`config.mk`:
```
export PLATFORM = sky130hd
export DESIGN_NAME = sel_wdt
export DESIGN_NICKNAME = d
export VERILOG_FILES = /design/src/rtl/wdt_pkg.sv /design/src/rtl/wdt_ctrl_reg.sv /design/src/rtl/wdt_sec_counter.sv /design/src/rtl/wdt_action.sv /design/src/rtl/sel_wdt.sv
export SDC_FILE = /design/constraint.sdc
export NUM_CORES = 1
export LEC_CHECK = 0
export BUFFER_PORTS_ARGS = -buffer_cell sky130_fd_sc_hd__buf_2
export CAP_MARGIN = 25
export CORE_UTILIZATION = 18
export CTS_CLUSTER_SIZE = 40
export DETAILED_ROUTE_END_ITERATION = 16
export PLACE_DENSITY = 0.7
export REMOVE_ABC_BUFFERS = 1
export SYNTH_ARGS = -nofsm -noshare
export SYNTH_HDL_FRONTEND = slang
export SYNTH_SLANG_ARGS = --single-unit
```
`constraint.sdc`:
```
create_clock -name clk_i -period 0.9 [get_ports clk_i]
set_input_delay 0.09 -clock clk_i [delete_from_list [all_inputs] [get_ports clk_i]]
set_output_delay 0.09 -clock clk_i [all_outputs]
set_load 0.02 [all_outputs]
```
`src/rtl/wdt_pkg.sv`:
```
package wdt_pkg;
  localparam int unsigned CFG_EN_BIT   = 0;
  localparam int unsigned CFG_MODE_BIT = 1;
  localparam int unsigned CLR_BIT      = 0;

  typedef enum logic {
    ACT_RESET = 1'b0,
    ACT_IRQ   = 1'b1
  } wdt_act_e;
endpackage

```
`src/rtl/wdt_ctrl_reg.sv`:
```
module wdt_ctrl_reg
  import wdt_pkg::*;
#(
  parameter int unsigned DATA_W = 16
) (
  input  logic              clk_i,
  input  logic              rst_ni,
  input  logic              we_i,
  input  logic [DATA_W-1:0] data_i,
  output logic              en_o,
  output wdt_act_e          act_o
);
  logic unused_cfg_bits;
  assign unused_cfg_bits = ^data_i;

  always_ff @(posedge clk_i or negedge rst_ni) begin
    if (!rst_ni) begin
      en_o  <= 1'b1;
      act_o <= ACT_RESET;
    end else if (we_i) begin
      en_o  <= data_i[CFG_EN_BIT];
      act_o <= wdt_act_e'(data_i[CFG_MODE_BIT]);
    end
  end
endmodule

```
`src/rtl/wdt_sec_counter.sv`:
```
module wdt_sec_counter #(
  parameter int unsigned TIMEOUT = 2,
  localparam int unsigned CNT_W  = $clog2(TIMEOUT + 1)
) (
  input  logic             clk_i,
  input  logic             rst_ni,
  input  logic             en_i,
  input  logic             tick_i,
  input  logic             svc_i,
  output logic [CNT_W-1:0] count_o,
  output logic             timeout_o
);
  localparam logic [CNT_W-1:0] LAST = CNT_W'(TIMEOUT - 1);

  // service beats tick; a tick at LAST is the timeout
  assign timeout_o = en_i && !svc_i && tick_i && (count_o == LAST);

  always_ff @(posedge clk_i or negedge rst_ni) begin
    if (!rst_ni)                count_o <= '0;
    else if (!en_i || svc_i)    count_o <= '0;
    else if (timeout_o)         count_o <= '0;
    else if (tick_i)            count_o <= count_o + 1'b1;
  end
endmodule

```
`src/rtl/wdt_action.sv`:
```
module wdt_action
  import wdt_pkg::*;
#(
  parameter int unsigned DATA_W = 16
) (
  input  logic              clk_i,
  input  logic              rst_ni,
  input  logic              timeout_i,
  input  wdt_act_e          act_i,
  input  logic              clr_we_i,
  input  logic [DATA_W-1:0] clr_data_i,
  output logic              sys_rst_o,
  output logic              irq_sts_o
);
  logic unused_clr_bits;
  assign unused_clr_bits = ^clr_data_i;

  logic set_irq, clr_irq;
  assign set_irq = timeout_i && (act_i == ACT_IRQ);
  assign clr_irq = clr_we_i && clr_data_i[CLR_BIT];

  always_ff @(posedge clk_i or negedge rst_ni) begin
    if (!rst_ni) begin
      sys_rst_o <= 1'b0;
      irq_sts_o <= 1'b0;
    end else begin
      sys_rst_o <= timeout_i && (act_i == ACT_RESET);
      if (set_irq)      irq_sts_o <= 1'b1;
      else if (clr_irq) irq_sts_o <= 1'b0;
    end
  end
endmodule

```
`src/rtl/sel_wdt.sv`:
```
module sel_wdt
  import wdt_pkg::*;
#(
  parameter int unsigned TIMEOUT = 2,
  parameter int unsigned DATA_W  = 16,
  localparam int unsigned CNT_W  = $clog2(TIMEOUT + 1)
) (
  input  logic              clk_i,
  input  logic              rst_ni,
  input  logic              tick_i,
  input  logic              cfg_we_i,
  input  logic [DATA_W-1:0] cfg_data_i,
  input  logic              svc_we_i,
  input  logic [DATA_W-1:0] svc_data_i,
  input  logic              irq_clr_we_i,
  input  logic [DATA_W-1:0] irq_clr_data_i,
  output logic              en_o,
  output logic              irq_mode_o,
  output logic [CNT_W-1:0]  count_o,
  output logic              irq_sts_o,
  output logic              sys_rst_o
);
  wdt_act_e act;
  logic     timeout;
  logic     unused_svc_data;

  assign unused_svc_data = ^svc_data_i;  // any value services
  assign irq_mode_o      = (act == ACT_IRQ);

  wdt_ctrl_reg #(.DATA_W(DATA_W)) u_ctrl (
    .clk_i  (clk_i),
    .rst_ni (rst_ni),
    .we_i   (cfg_we_i),
    .data_i (cfg_data_i),
    .en_o   (en_o),
    .act_o  (act)
  );

  wdt_sec_counter #(.TIMEOUT(TIMEOUT)) u_cnt (
    .clk_i     (clk_i),
    .rst_ni    (rst_ni),
    .en_i      (en_o),
    .tick_i    (tick_i),
    .svc_i     (svc_we_i),
    .count_o   (count_o),
    .timeout_o (timeout)
  );

  wdt_action #(.DATA_W(DATA_W)) u_act (
    .clk_i      (clk_i),
    .rst_ni     (rst_ni),
    .timeout_i  (timeout),
    .act_i      (act),
    .clr_we_i   (irq_clr_we_i),
    .clr_data_i (irq_clr_data_i),
    .sys_rst_o  (sys_rst_o),
    .irq_sts_o  (irq_sts_o)
  );
endmodule

```
==> impl_results.html, run 1 <==
<table>
<tr><th>Metric</th><th>Value</th></tr>
<tr><th colspan="2">Run status</th></tr>
<tr><td>Result of the run</td><td>finished with violations</td></tr>
<tr><td>Failing checks</td><td>setup timing</td></tr>
<tr><th colspan="2">CTS</th></tr>
<tr><td>Clock tree from TritonCTS</td><td>done</td></tr>
<tr><td>Number of clock buffers inserted by TritonCTS</td><td>3</td></tr>
<tr><td>Deepest level of the CTS H-tree</td><td>1</td></tr>
<tr><td>Clock buffer depth</td><td>2</td></tr>
<tr><td>Clock Root Buffer</td><td>sky130_fd_sc_hd__clkbuf_4</td></tr>
<tr><td>Sink Count</td><td>6</td></tr>
<tr><td>Source-to-sink clock delay at the later pin of the worst-skew pair</td><td>0.25 ns</td></tr>
<tr><td>Clk slew on worst S/H paths</td><td>0.04 ns</td></tr>
<tr><th colspan="2">Logic synthesis</th></tr>
<tr><td>Library cell with the highest instance count after synthesis</td><td>sky130_fd_sc_hd__dfrtp_1</td></tr>
<tr><td>Total standard cell area after synthesis</td><td>244.0 sq um</td></tr>
<tr><td>Synth Area per Inst</td><td>13.55 sq um</td></tr>
<tr><td>Synthesized instance count</td><td>18</td></tr>
<tr><td>Post-synth EDFFs</td><td>0</td></tr>
<tr><td>Top FF cell, synth</td><td>sky130_fd_sc_hd__dfrtp_1</td></tr>
<tr><td>Top post-synthesis cells by area</td><td>sky130_fd_sc_hd__dfrtp_1 51%, sky130_fd_sc_hd__dfstp_2 11%, sky130_fd_sc_hd__o41ai_2 6.7%, sky130_fd_sc_hd__and4b_2 4.6%, sky130_fd_sc_hd__mux2_2 4.6%</td></tr>
<tr><td>Synthesis warning total</td><td>0</td></tr>
<tr><td>Synthesized flop and latch total</td><td>6</td></tr>
<tr><td>Post-synthesis sequential area ratio</td><td>62.05%</td></tr>
<tr><td>Yosys top cell area share</td><td>51.28%</td></tr>
<tr><td>Distinct cell type count of the synthesized netlist</td><td>14</td></tr>
<tr><td>Leading area contributor after synthesis</td><td>sky130_fd_sc_hd__dfrtp_1</td></tr>
<tr><td>Post-synthesis async set-or-reset flop share</td><td>100.0%</td></tr>
<tr><th colspan="2">Pwr</th></tr>
<tr><td>Power density over the cells</td><td>1523 nW/um^2</td></tr>
<tr><td>Power share of the sequential group</td><td>40.6%</td></tr>
<tr><td>Switching part of the total</td><td>25.43%</td></tr>
<tr><td>Share of power burned in the clock network</td><td>36.8%</td></tr>
<tr><td>Reported leakage power</td><td>0.2454 nW</td></tr>
<tr><td>Highest ir drop seen on vdd</td><td>0.4583 mV</td></tr>
<tr><td>Post-layout total power</td><td>0.7395 mW</td></tr>
<tr><td>Net switching power</td><td>0.1880 mW</td></tr>
<tr><td>Combinational Power Share</td><td>22.6%</td></tr>
<tr><td>Internal power consumption</td><td>0.5515 mW</td></tr>
<tr><th colspan="2">Critical path</th></tr>
<tr><td>Crit path arrival time</td><td>0.99 ns</td></tr>
<tr><td>Type of element launching the critical path</td><td>flop</td></tr>
<tr><td>Largest fanout on the critical path</td><td>2</td></tr>
<tr><td>Nature of the critical path endpoint</td><td>primary output</td></tr>
<tr><td>Endpoint required time on the critical path</td><td>0.81 ns</td></tr>
<tr><td>Type of the worst setup path</td><td>reg -&gt; out</td></tr>
<tr><th colspan="2">Final layout</th></tr>
<tr><td>Multi-input gate area</td><td>128.9 sq um</td></tr>
<tr><td>Util after Layout</td><td>40.93%</td></tr>
<tr><td>Final-layout fill cell count</td><td>117</td></tr>
<tr><td>Post-layout instance area</td><td>485.5 sq um</td></tr>
<tr><td># diodes</td><td>0</td></tr>
<tr><td>Final net count</td><td>98</td></tr>
<tr><td>Layout cells sized above 1</td><td>76.74%</td></tr>
<tr><td>Layout-stage area growth over the synthesis result</td><td>98.97%</td></tr>
<tr><td>Sequential cell area</td><td>151.4 sq um</td></tr>
<tr><th colspan="2">STA</th></tr>
<tr><td>Total negative setup slack</td><td>-0.4132 ns</td></tr>
<tr><td>Final Setup Violations</td><td>6</td></tr>
<tr><td>Period utilization</td><td>119.6%</td></tr>
<tr><td>Count of final max-slew check failures</td><td>0</td></tr>
<tr><td>Min Tclk post-route</td><td>1.076 ns</td></tr>
<tr><td>Peak Freq</td><td>929.4 MHz</td></tr>
<tr><td>Final worst slack</td><td>-0.1760 ns</td></tr>
<tr><td>Unrepaired setup endpoints after global routing</td><td>true</td></tr>
<tr><td>Final hold violation count</td><td>0</td></tr>
<tr><td>Slew at the pin with the worst max-slew slack</td><td>0.2247 ns</td></tr>
<tr><td>Worst setup skew after layout</td><td>0.007813 ns</td></tr>
<tr><td>Relative slew margins</td><td>84.86%</td></tr>
<tr><th colspan="2">Route</th></tr>
<tr><td>Via density</td><td>4.140</td></tr>
<tr><td>DRT iter0 DRCs</td><td>2</td></tr>
<tr><td>Average wire per cell in the routed design</td><td>10.40 um</td></tr>
<tr><td>ANT nets after route</td><td>0</td></tr>
<tr><td>TritonRoute pass-1 iters</td><td>2</td></tr>
<tr><td>Number of remaining DRC errors</td><td>0</td></tr>
<tr><td>Drt total wl</td><td>593 um</td></tr>
<tr><td>Via Count</td><td>236</td></tr>
<tr><th colspan="2">Die</th></tr>
<tr><td>Die boundary width</td><td>38.82 um</td></tr>
<tr><td>Starting utilization of the core area</td><td>20.57%</td></tr>
<tr><td>Placement Rows</td><td>12</td></tr>
<tr><td>Number of top-level pins</td><td>60</td></tr>
<tr><td>Die height</td><td>38.82 um</td></tr>
<tr><td>Std-Cell Core Area</td><td>1186 sq um</td></tr>
<tr><td>Die footprint</td><td>1507 sq um</td></tr>
<tr><th colspan="2">Place</th></tr>
<tr><td>Detailed Place HPWL</td><td>400.3 um</td></tr>
<tr><td>Placed cell areas</td><td>339.1 sq um</td></tr>
<tr><td>Post-Place Worst Slack</td><td>-0.04681 ns</td></tr>
<tr><td>Routability congestion estimate</td><td>0.6222</td></tr>
<tr><td>Number of buffers added on ports</td><td>14</td></tr>
<tr><th colspan="2">Global routing</th></tr>
<tr><td>Global-route total usage across every layer</td><td>10.01%</td></tr>
<tr><td>Maximum number of pins on one net before global-route repair</td><td>7</td></tr>
<tr><td>Global-route wire length before repair</td><td>869 um</td></tr>
<tr><td>Initial antenna violation count</td><td>0</td></tr>
<tr><td>Via count of the first global-routing pass</td><td>222</td></tr>
<tr><td>Overall overflow remaining after global route</td><td>0</td></tr>
<tr><th colspan="2">Job</th></tr>
<tr><td>Number of violations of the max-capacitance limit</td><td>0</td></tr>
<tr><th colspan="2">Min path</th></tr>
<tr><td>Worst hold path type</td><td>in -&gt; reg</td></tr>
</table>
placed cells by master, fill, tap and decap left out, drive strengths merged, types with 2 or more instances in the layout:
cell type,count
buf,20
nand2,2
clkbuf,4
dfrtp,5
registers in the layout (all words and copies together) (netlist names):
name / flops
u_cnt.count_o: 2
u_ctrl.en_o: 1
u_act.sys_rst_o: 1
u_act.irq_sts_o: 1
u_ctrl.act_o: 1
worst paths after layout:
check,start,to,slack (ns),depth (start not counted)
worst max-delay path,u_ctrl.en_o,en_o,-0.18,2
worst min-delay path,cfg_data_i[1],u_ctrl.act_o,0.06,3
worst max register to register,u_ctrl.en_o,u_act.irq_sts_o,-0.12,3
worst min register to register,u_cnt.count_o[1],u_act.irq_sts_o,0.51,1
max in group asynchronous,rst_ni,u_ctrl.en_o,0.48,2
min in group asynchronous,rst_ni,u_act.sys_rst_o,0.19,2
through the flow:
stage	hold slack, ns	cells
6_report	0.05956	57
2_1_floorplan	-0.2056	18
5_1_grt	0.05621	57
3_3_place_gp	-0.08284	47
4_1_cts	0.05551	55
3_5_place_dp	-0.08172	47
power groups by stage:
stage	sequential [mW]	clock (mW)	combinational (mW)
floorplan	0.319	0	0.0250
global placement	0.301	0	0.0892
detailed placement	0.301	0	0.0912
CTS	0.299	0.276	0.133
global route	0.301	0.304	0.177
finish	0.300	0.272	0.167
logic make-up (layout without fill, tap and decap cells):
group	count (synthesis)	in the layout	synth area share, %
buf+inv	1	26	1.537
compound gates	3	3	12.82
simple gates	6	6	15.39
mux	1	1	4.615
flops	6	6	62.05
xor+xnor	1	1	3.590
repair_timing:
action | 4_1_cts | 5_1_grt
hold endpoints to repair | 6 | 0
gates resized for setup | 9 | 7
pin swaps | 0 | 0
setup endpoints to repair | 5 | 9
hold buffers | 1 | 0
buffers inserted | 3 | 2
layer usage:
metal	vias up	GRT usage, %	routed length, um
li1	114	-	-
met1	108	9.286	228
met2	12	15.00	311
met3	2	3.468	32
met4	0	12.93	20
met5	-	0	0
worst max-delay path: stages (launching register included):
cell                      delay, ns
sky130_fd_sc_hd__dfstp_2       0.54
sky130_fd_sc_hd__buf_6         0.10
sky130_fd_sc_hd__buf_6         0.10
final cells by class:
type                       instances  area share (%)
timing repair buffer              21           32.47
sequential                         6           31.19
multi-input combinational         11           26.55
clock buffer                       4           5.412
tap                               14           3.608
inverter                           1          0.7732
Power figures use the tool's default switching activity.
==> inputs of run 2 (changes only) <==
==> constraint.sdc (replaced) <==
create_clock -name clk_i -period 0.9 [get_ports clk_i]
set_input_delay 0.225 -clock clk_i [delete_from_list [all_inputs] [get_ports clk_i]]
set_output_delay 0.225 -clock clk_i [all_outputs]
set_load 0.02 [all_outputs]
==> impl_results.html, run 2 (synthesis results as in run 1) <==
<table>
<tr><th>Metric</th><th>Value</th></tr>
<tr><th colspan="2">Run status</th></tr>
<tr><td>Result of the run</td><td>finished with violations</td></tr>
<tr><td>Failing checks</td><td>setup timing</td></tr>
<tr><th colspan="2">STA</th></tr>
<tr><td>Final Setup Violations</td><td>10</td></tr>
<tr><td>Relative slew margins</td><td>85.72%</td></tr>
<tr><td>Min Tclk post-route</td><td>1.110 ns</td></tr>
<tr><td>Unrepaired setup endpoints after global routing</td><td>true</td></tr>
<tr><td>Count of final max-slew check failures</td><td>0</td></tr>
<tr><td>Total negative setup slack</td><td>-0.8397 ns</td></tr>
<tr><td>Period utilization</td><td>123.3%</td></tr>
<tr><td>Worst setup skew after layout</td><td>0.004528 ns</td></tr>
<tr><td>Final worst slack</td><td>-0.2101 ns</td></tr>
<tr><td>Slew at the pin with the worst max-slew slack</td><td>0.2119 ns</td></tr>
<tr><td>Peak Freq</td><td>900.8 MHz</td></tr>
<tr><td>Final hold violation count</td><td>0</td></tr>
<tr><th colspan="2">Min path</th></tr>
<tr><td>Startpoint of the lowest-slack hold path</td><td>cfg_we_i</td></tr>
<tr><td>Cell depth of the worst min-delay path</td><td>2</td></tr>
<tr><td>Worst hold path type</td><td>in -&gt; reg</td></tr>
<tr><td>Endpoint of the worst hold path</td><td>u_ctrl.act_o</td></tr>
<tr><th colspan="2">Final layout</th></tr>
<tr><td>Layout-stage area growth over the synthesis result</td><td>95.90%</td></tr>
<tr><td>Number of flip-flops in the largest register</td><td>2</td></tr>
<tr><td>Multi-input gate area</td><td>131.4 sq um</td></tr>
<tr><td>Final net count</td><td>96</td></tr>
<tr><td>Final-layout fill cell count</td><td>112</td></tr>
<tr><td>Most common cell after layout, fill and taps aside</td><td>sky130_fd_sc_hd__buf_2</td></tr>
<tr><td>Register with the most flip-flops</td><td>u_cnt.count_o</td></tr>
<tr><td>Layout cells sized above 1</td><td>75.61%</td></tr>
<tr><td># diodes</td><td>0</td></tr>
<tr><td>Sequential cell area</td><td>151.4 sq um</td></tr>
<tr><td>Commonest cells after routing, fill and taps aside</td><td>8 x sky130_fd_sc_hd__buf_2, 6 x sky130_fd_sc_hd__buf_6, 5 x sky130_fd_sc_hd__dfrtp_1</td></tr>
<tr><th colspan="2">Global routing</th></tr>
<tr><td>Maximum number of pins on one net before global-route repair</td><td>7</td></tr>
<tr><td>Initial antenna violation count</td><td>0</td></tr>
<tr><td>Overall overflow remaining after global route</td><td>0</td></tr>
<tr><td>Via count of the first global-routing pass</td><td>255</td></tr>
<tr><td>Global-route wire length before repair</td><td>883 um</td></tr>
<tr><td>Global-route total usage across every layer</td><td>8.993%</td></tr>
<tr><th colspan="2">Route</th></tr>
<tr><td>ANT nets after route</td><td>0</td></tr>
<tr><td>Via Count</td><td>240</td></tr>
<tr><td>Via density</td><td>4.364</td></tr>
<tr><td>Number of remaining DRC errors</td><td>0</td></tr>
<tr><td>TritonRoute pass-1 iters</td><td>4</td></tr>
<tr><td>Drt total wl</td><td>603 um</td></tr>
<tr><td>Average wire per cell in the routed design</td><td>10.96 um</td></tr>
<tr><td>DRT iter0 DRCs</td><td>6</td></tr>
<tr><th colspan="2">CTS</th></tr>
<tr><td>Source-to-sink clock delay at the later pin of the worst-skew pair</td><td>0.25 ns</td></tr>
<tr><td>Clock tree from TritonCTS</td><td>done</td></tr>
<tr><td>Clk slew on worst S/H paths</td><td>0.05 ns</td></tr>
<tr><td>Sink Count</td><td>6</td></tr>
<tr><td>Clock Root Buffer</td><td>sky130_fd_sc_hd__clkbuf_4</td></tr>
<tr><td>Clock buffer depth</td><td>2</td></tr>
<tr><td>Deepest level of the CTS H-tree</td><td>1</td></tr>
<tr><td>Number of clock buffers inserted by TritonCTS</td><td>3</td></tr>
<tr><th colspan="2">Critical path</th></tr>
<tr><td>Endpoint of the worst-slack reg-to-reg timing path</td><td>u_act.irq_sts_o</td></tr>
<tr><td>Standard cell with the maximum stage delay on the critical path</td><td>sky130_fd_sc_hd__dfstp_2</td></tr>
<tr><td>Critical register-to-register path startpoint</td><td>u_ctrl.en_o</td></tr>
<tr><td>Delay contributed by the slowest stage of the critical path</td><td>0.53 ns</td></tr>
<tr><td>Crit path arrival time</td><td>0.89 ns</td></tr>
<tr><td>Type of element launching the critical path</td><td>flop</td></tr>
<tr><td>Cell chain of the critical path</td><td>buf_6</td></tr>
<tr><td>Family of cells with the greatest summed delay on the critical path</td><td>flip-flops</td></tr>
<tr><td>Flop-to-flop setup slack</td><td>-0.12 ns</td></tr>
<tr><td>Crit. path cell count</td><td>1</td></tr>
<tr><td>Type of the worst setup path</td><td>reg -&gt; out</td></tr>
<tr><td>Number of buffer and inverter instances along the worst setup path</td><td>1</td></tr>
<tr><td>Largest fanout on the critical path</td><td>2</td></tr>
<tr><td>Nature of the critical path endpoint</td><td>primary output</td></tr>
<tr><td>Endpoint required time on the critical path</td><td>0.67 ns</td></tr>
<tr><td>Worst reg-to-reg path cell count</td><td>3</td></tr>
<tr><th colspan="2">Job</th></tr>
<tr><td>Number of violations of the max-capacitance limit</td><td>0</td></tr>
<tr><th colspan="2">Die</th></tr>
<tr><td>Die footprint</td><td>1507 sq um</td></tr>
<tr><td>Die boundary width</td><td>38.82 um</td></tr>
<tr><td>Std-Cell Core Area</td><td>1186 sq um</td></tr>
<tr><td>Starting utilization of the core area</td><td>20.57%</td></tr>
<tr><td>Die height</td><td>38.82 um</td></tr>
<tr><td>Number of top-level pins</td><td>60</td></tr>
<tr><td>Placement Rows</td><td>12</td></tr>
<tr><th colspan="2">Pwr</th></tr>
<tr><td>Highest ir drop seen on vdd</td><td>0.3656 mV</td></tr>
<tr><td>Reported leakage power</td><td>0.2413 nW</td></tr>
<tr><td>Power density over the cells</td><td>1516 nW/um^2</td></tr>
<tr><th colspan="2">Place</th></tr>
<tr><td>Post-Place Worst Slack</td><td>-0.04204 ns</td></tr>
<tr><td>Number of buffers added on ports</td><td>14</td></tr>
<tr><td>Routability congestion estimate</td><td>0.6050</td></tr>
</table>
[run 2: per-layer routing]
| layer | vias to the layer above | global-route usage, % | share of wire (%) | wire length [um] |
|---|---|---|---|---|
| li1 | 111 | - | - | - |
| met2 | 12 | 18.75 | 58 | 348 |
| met1 | 115 | 7.368 | 37 | 226 |
| met5 | - | 0 | 0 | 0 |
| met3 | 2 | 0 | 3.0 | 18 |
| met4 | 0 | 7.759 | 1.5 | 9 |
[run 2: worst max-delay path by stage]
stage,from,end
6_report,u_ctrl.en_o,en_o
3_5_place_dp,u_ctrl.en_o,u_act.irq_sts_o
2_1_floorplan,u_ctrl.en_o,u_act.irq_sts_o
4_1_cts,u_ctrl.en_o,en_o
5_1_grt,u_ctrl.en_o,en_o
3_3_place_gp,u_ctrl.en_o,u_act.irq_sts_o
[run 2: what timing repair did]
action                                  4_1_cts  5_1_grt
endpoints found under the hold margin         5        0
setup buffers                                 4        0
gates resized for setup                      15        4
endpoints found under the setup margin        8       10
hold buffers                                  1        0
[run 2: area by class of cell]
cell class / instances / area share [%]
repair buffers: 19 / 30.89
well taps: 14 / 3.665
clock buffers: 4 / 5.497
flip-flops and latches: 6 / 31.68
inverters: 1 / 0.7853
multi-input cells: 11 / 27.49
[run 2: power breakdown]
group | switching [mW] | internal, mW
combinational | 0.0740 | 0.0784
clock | 0.108 | 0.169
sequential | 0.00864 | 0.287
total | 0.191 | 0.534
[run 2: stage by stage]
step	cells	util, %	power, mW	hold WS, ns	instance area [sq um]
final	55	40.30	0.7247	0.2044	478.0
after floorplan	18	-	0.3438	-0.07059	244.0
after CTS	55	38.61	0.7162	0.1956	457.9
after global placement	46	27.95	0.3840	0.05222	331.6
after global routing	55	40.30	0.7632	0.1974	478.0
after detailed placement	46	27.95	0.3870	0.05619	331.6
==> inputs of run 3 (changes only) <==
--- a/config.mk
+++ b/config.mk
@@ -5,7 +5,7 @@
 export SDC_FILE = /design/constraint.sdc
 export NUM_CORES = 1
 export LEC_CHECK = 0
-export BUFFER_PORTS_ARGS = -buffer_cell sky130_fd_sc_hd__buf_2
+export BUFFER_PORTS_ARGS = -buffer_cell sky130_fd_sc_hd__buf_4
 export CAP_MARGIN = 25
 export CORE_UTILIZATION = 18
 export CTS_CLUSTER_SIZE = 40
==> impl_results.html, run 3 (synthesis results as in run 1) <==
<table>
<tr><th>Metric</th><th>Value</th></tr>
<tr><th colspan="2">STA</th></tr>
<tr><td>Final worst slack</td><td>-0.2302 ns</td></tr>
<tr><td>Total negative setup slack</td><td>-0.8641 ns</td></tr>
<tr><td>Final hold violation count</td><td>0</td></tr>
<tr><td>Min Tclk post-route</td><td>1.130 ns</td></tr>
<tr><td>Worst setup skew after layout</td><td>0.01298 ns</td></tr>
<tr><td>Peak Freq</td><td>884.8 MHz</td></tr>
<tr><td>Relative slew margins</td><td>85.56%</td></tr>
<tr><td>Count of final max-slew check failures</td><td>0</td></tr>
<tr><td>Slew at the pin with the worst max-slew slack</td><td>0.2142 ns</td></tr>
<tr><td>Unrepaired setup endpoints after global routing</td><td>true</td></tr>
<tr><td>Final Setup Violations</td><td>9</td></tr>
<tr><td>Period utilization</td><td>125.6%</td></tr>
<tr><th colspan="2">Pwr</th></tr>
<tr><td>Power density over the cells</td><td>1512 nW/um^2</td></tr>
<tr><td>Highest ir drop seen on vdd</td><td>0.5033 mV</td></tr>
<tr><td>Reported leakage power</td><td>0.2351 nW</td></tr>
<tr><th colspan="2">Route</th></tr>
<tr><td>TritonRoute pass-1 iters</td><td>4</td></tr>
<tr><td>DRT iter0 DRCs</td><td>3</td></tr>
<tr><td>Number of remaining DRC errors</td><td>0</td></tr>
<tr><td>Via density</td><td>4.273</td></tr>
<tr><td>ANT nets after route</td><td>0</td></tr>
<tr><td>Average wire per cell in the routed design</td><td>11.16 um</td></tr>
<tr><td>Drt total wl</td><td>614 um</td></tr>
<tr><td>Via Count</td><td>235</td></tr>
<tr><th colspan="2">CTS</th></tr>
<tr><td>Source-to-sink clock delay at the later pin of the worst-skew pair</td><td>0.26 ns</td></tr>
<tr><td>Sink Count</td><td>6</td></tr>
<tr><td>Number of clock buffers inserted by TritonCTS</td><td>3</td></tr>
<tr><td>Clk slew on worst S/H paths</td><td>0.04 ns</td></tr>
<tr><td>Deepest level of the CTS H-tree</td><td>1</td></tr>
<tr><td>Clock buffer depth</td><td>2</td></tr>
<tr><td>Clock Root Buffer</td><td>sky130_fd_sc_hd__clkbuf_4</td></tr>
<tr><td>Clock tree from TritonCTS</td><td>done</td></tr>
<tr><th colspan="2">Die</th></tr>
<tr><td>Die footprint</td><td>1507 sq um</td></tr>
<tr><td>Die boundary width</td><td>38.82 um</td></tr>
<tr><td>Std-Cell Core Area</td><td>1186 sq um</td></tr>
<tr><td>Placement Rows</td><td>12</td></tr>
<tr><td>Number of top-level pins</td><td>60</td></tr>
<tr><td>Starting utilization of the core area</td><td>20.57%</td></tr>
<tr><td>Die height</td><td>38.82 um</td></tr>
<tr><th colspan="2">Final layout</th></tr>
<tr><td>Util after Layout</td><td>40.51%</td></tr>
<tr><td>Number of non-filler instances in the completed layout</td><td>55</td></tr>
<tr><td>Most common cell after layout, fill and taps aside</td><td>sky130_fd_sc_hd__buf_4</td></tr>
<tr><td>Layout cells sized above 1</td><td>73.17%</td></tr>
<tr><td>Register with the most flip-flops</td><td>u_cnt.count_o</td></tr>
<tr><td>Layout-stage area growth over the synthesis result</td><td>96.92%</td></tr>
<tr><td>Number of flip-flops in the largest register</td><td>2</td></tr>
<tr><td>Commonest cells after routing, fill and taps aside</td><td>12 x sky130_fd_sc_hd__buf_4, 6 x sky130_fd_sc_hd__buf_6, 5 x sky130_fd_sc_hd__dfrtp_1</td></tr>
<tr><td>Final net count</td><td>96</td></tr>
<tr><td># diodes</td><td>0</td></tr>
<tr><th colspan="2">Critical path</th></tr>
<tr><td>Delay contributed by the slowest stage of the critical path</td><td>0.54 ns</td></tr>
<tr><td>Largest fanout on the critical path</td><td>2</td></tr>
<tr><td>Standard cell with the maximum stage delay on the critical path</td><td>sky130_fd_sc_hd__dfstp_2</td></tr>
<tr><td>Cell chain of the critical path</td><td>buf_6</td></tr>
<tr><td>Type of element launching the critical path</td><td>flop</td></tr>
<tr><td>Type of the worst setup path</td><td>reg -&gt; out</td></tr>
<tr><td>Endpoint required time on the critical path</td><td>0.67 ns</td></tr>
<tr><td>Crit path arrival time</td><td>0.91 ns</td></tr>
<tr><td>Family of cells with the greatest summed delay on the critical path</td><td>flip-flops</td></tr>
<tr><td>Number of buffer and inverter instances along the worst setup path</td><td>1</td></tr>
<tr><td>Nature of the critical path endpoint</td><td>primary output</td></tr>
<tr><th colspan="2">Global routing</th></tr>
<tr><td>Via count of the first global-routing pass</td><td>196</td></tr>
<tr><td>Overall overflow remaining after global route</td><td>0</td></tr>
<tr><td>Global-route total usage across every layer</td><td>9.036%</td></tr>
<tr><td>Met1 demand-to-capacity share in global routing</td><td>8.541%</td></tr>
<tr><td>Maximum number of pins on one net before global-route repair</td><td>7</td></tr>
<tr><td>Routing usage on met3</td><td>1.734%</td></tr>
<tr><td>Met2 routing resource usage after global routing</td><td>13.75%</td></tr>
<tr><td>Initial antenna violation count</td><td>0</td></tr>
<tr><td>Global-route wire length before repair</td><td>779 um</td></tr>
<tr><td>Top Usage Layer GRT</td><td>met2</td></tr>
<tr><th colspan="2">Place</th></tr>
<tr><td>Routability congestion estimate</td><td>0.5960</td></tr>
<tr><td>Cell count after placement</td><td>46</td></tr>
<tr><td>Number of buffers added on ports</td><td>14</td></tr>
<tr><th colspan="2">Job</th></tr>
<tr><td>Number of violations of the max-capacitance limit</td><td>0</td></tr>
<tr><th colspan="2">Run status</th></tr>
<tr><td>Result of the run</td><td>finished with violations</td></tr>
<tr><td>Failing checks</td><td>setup timing</td></tr>
<tr><th colspan="2">Min path</th></tr>
<tr><td>Worst hold path type</td><td>in -&gt; reg</td></tr>
</table>
-- run 3: final timing paths --
path                       slack (ns)              end  cells after the start         start
min in group asynchronous        0.32  u_act.irq_sts_o                      2        rst_ni
setup / recovery                -0.23             en_o                      1   u_ctrl.en_o
setup reg to reg                -0.11  u_act.irq_sts_o                      3   u_ctrl.en_o
hold reg to reg                  0.54  u_act.sys_rst_o                      2  u_ctrl.act_o
hold / removal                   0.18     u_ctrl.act_o                      2      cfg_we_i
max in group asynchronous        0.37      u_ctrl.en_o                      2        rst_ni
-- run 3: routing by layer --
layer	wire [um]	share of wire [%]
met2	338	55
met5	0	0
met4	14	2.3
met1	232	38
met3	28	4.6
-- run 3: area by class of cell --
class | count | area, sq um
fillers | 118 | 705.7
clock buffers | 4 | 26.28
repair buffers | 19 | 167.7
multi-input cells | 11 | 113.9
inverters | 1 | 3.754
well taps | 14 | 17.52
flip-flops and latches | 6 | 151.4
-- run 3: through the flow --
step	hold slack [ns]	cell area [sq um]	worst slack [ns]	total power, mW
global placement	0.03507	366.6	-0.03026	0.4025
global route	0.1774	480.5	-0.2439	0.7495
CTS	0.1727	478.0	-0.2172	0.7322
finish	0.1832	480.5	-0.2302	0.7266
detailed placement	0.03465	366.6	-0.05490	0.4034
floorplan	-0.07059	244.0	-0.06878	0.3438
-- run 3: where the power goes --
group          leakage, nW  switching (mW)  internal (mW)
Sequential          0.0779          0.0101          0.287
Combinational        0.142          0.0658         0.0829
Clock               0.0150           0.112          0.169
-- run 3: timing repair --
action                                  CTS  global route
buffers inserted                          4             0
hold endpoints to repair                  6             0
resized for setup                         9             1
hold buffers                              1             0
cloned                                    0             0
endpoints found under the setup margin    8            10
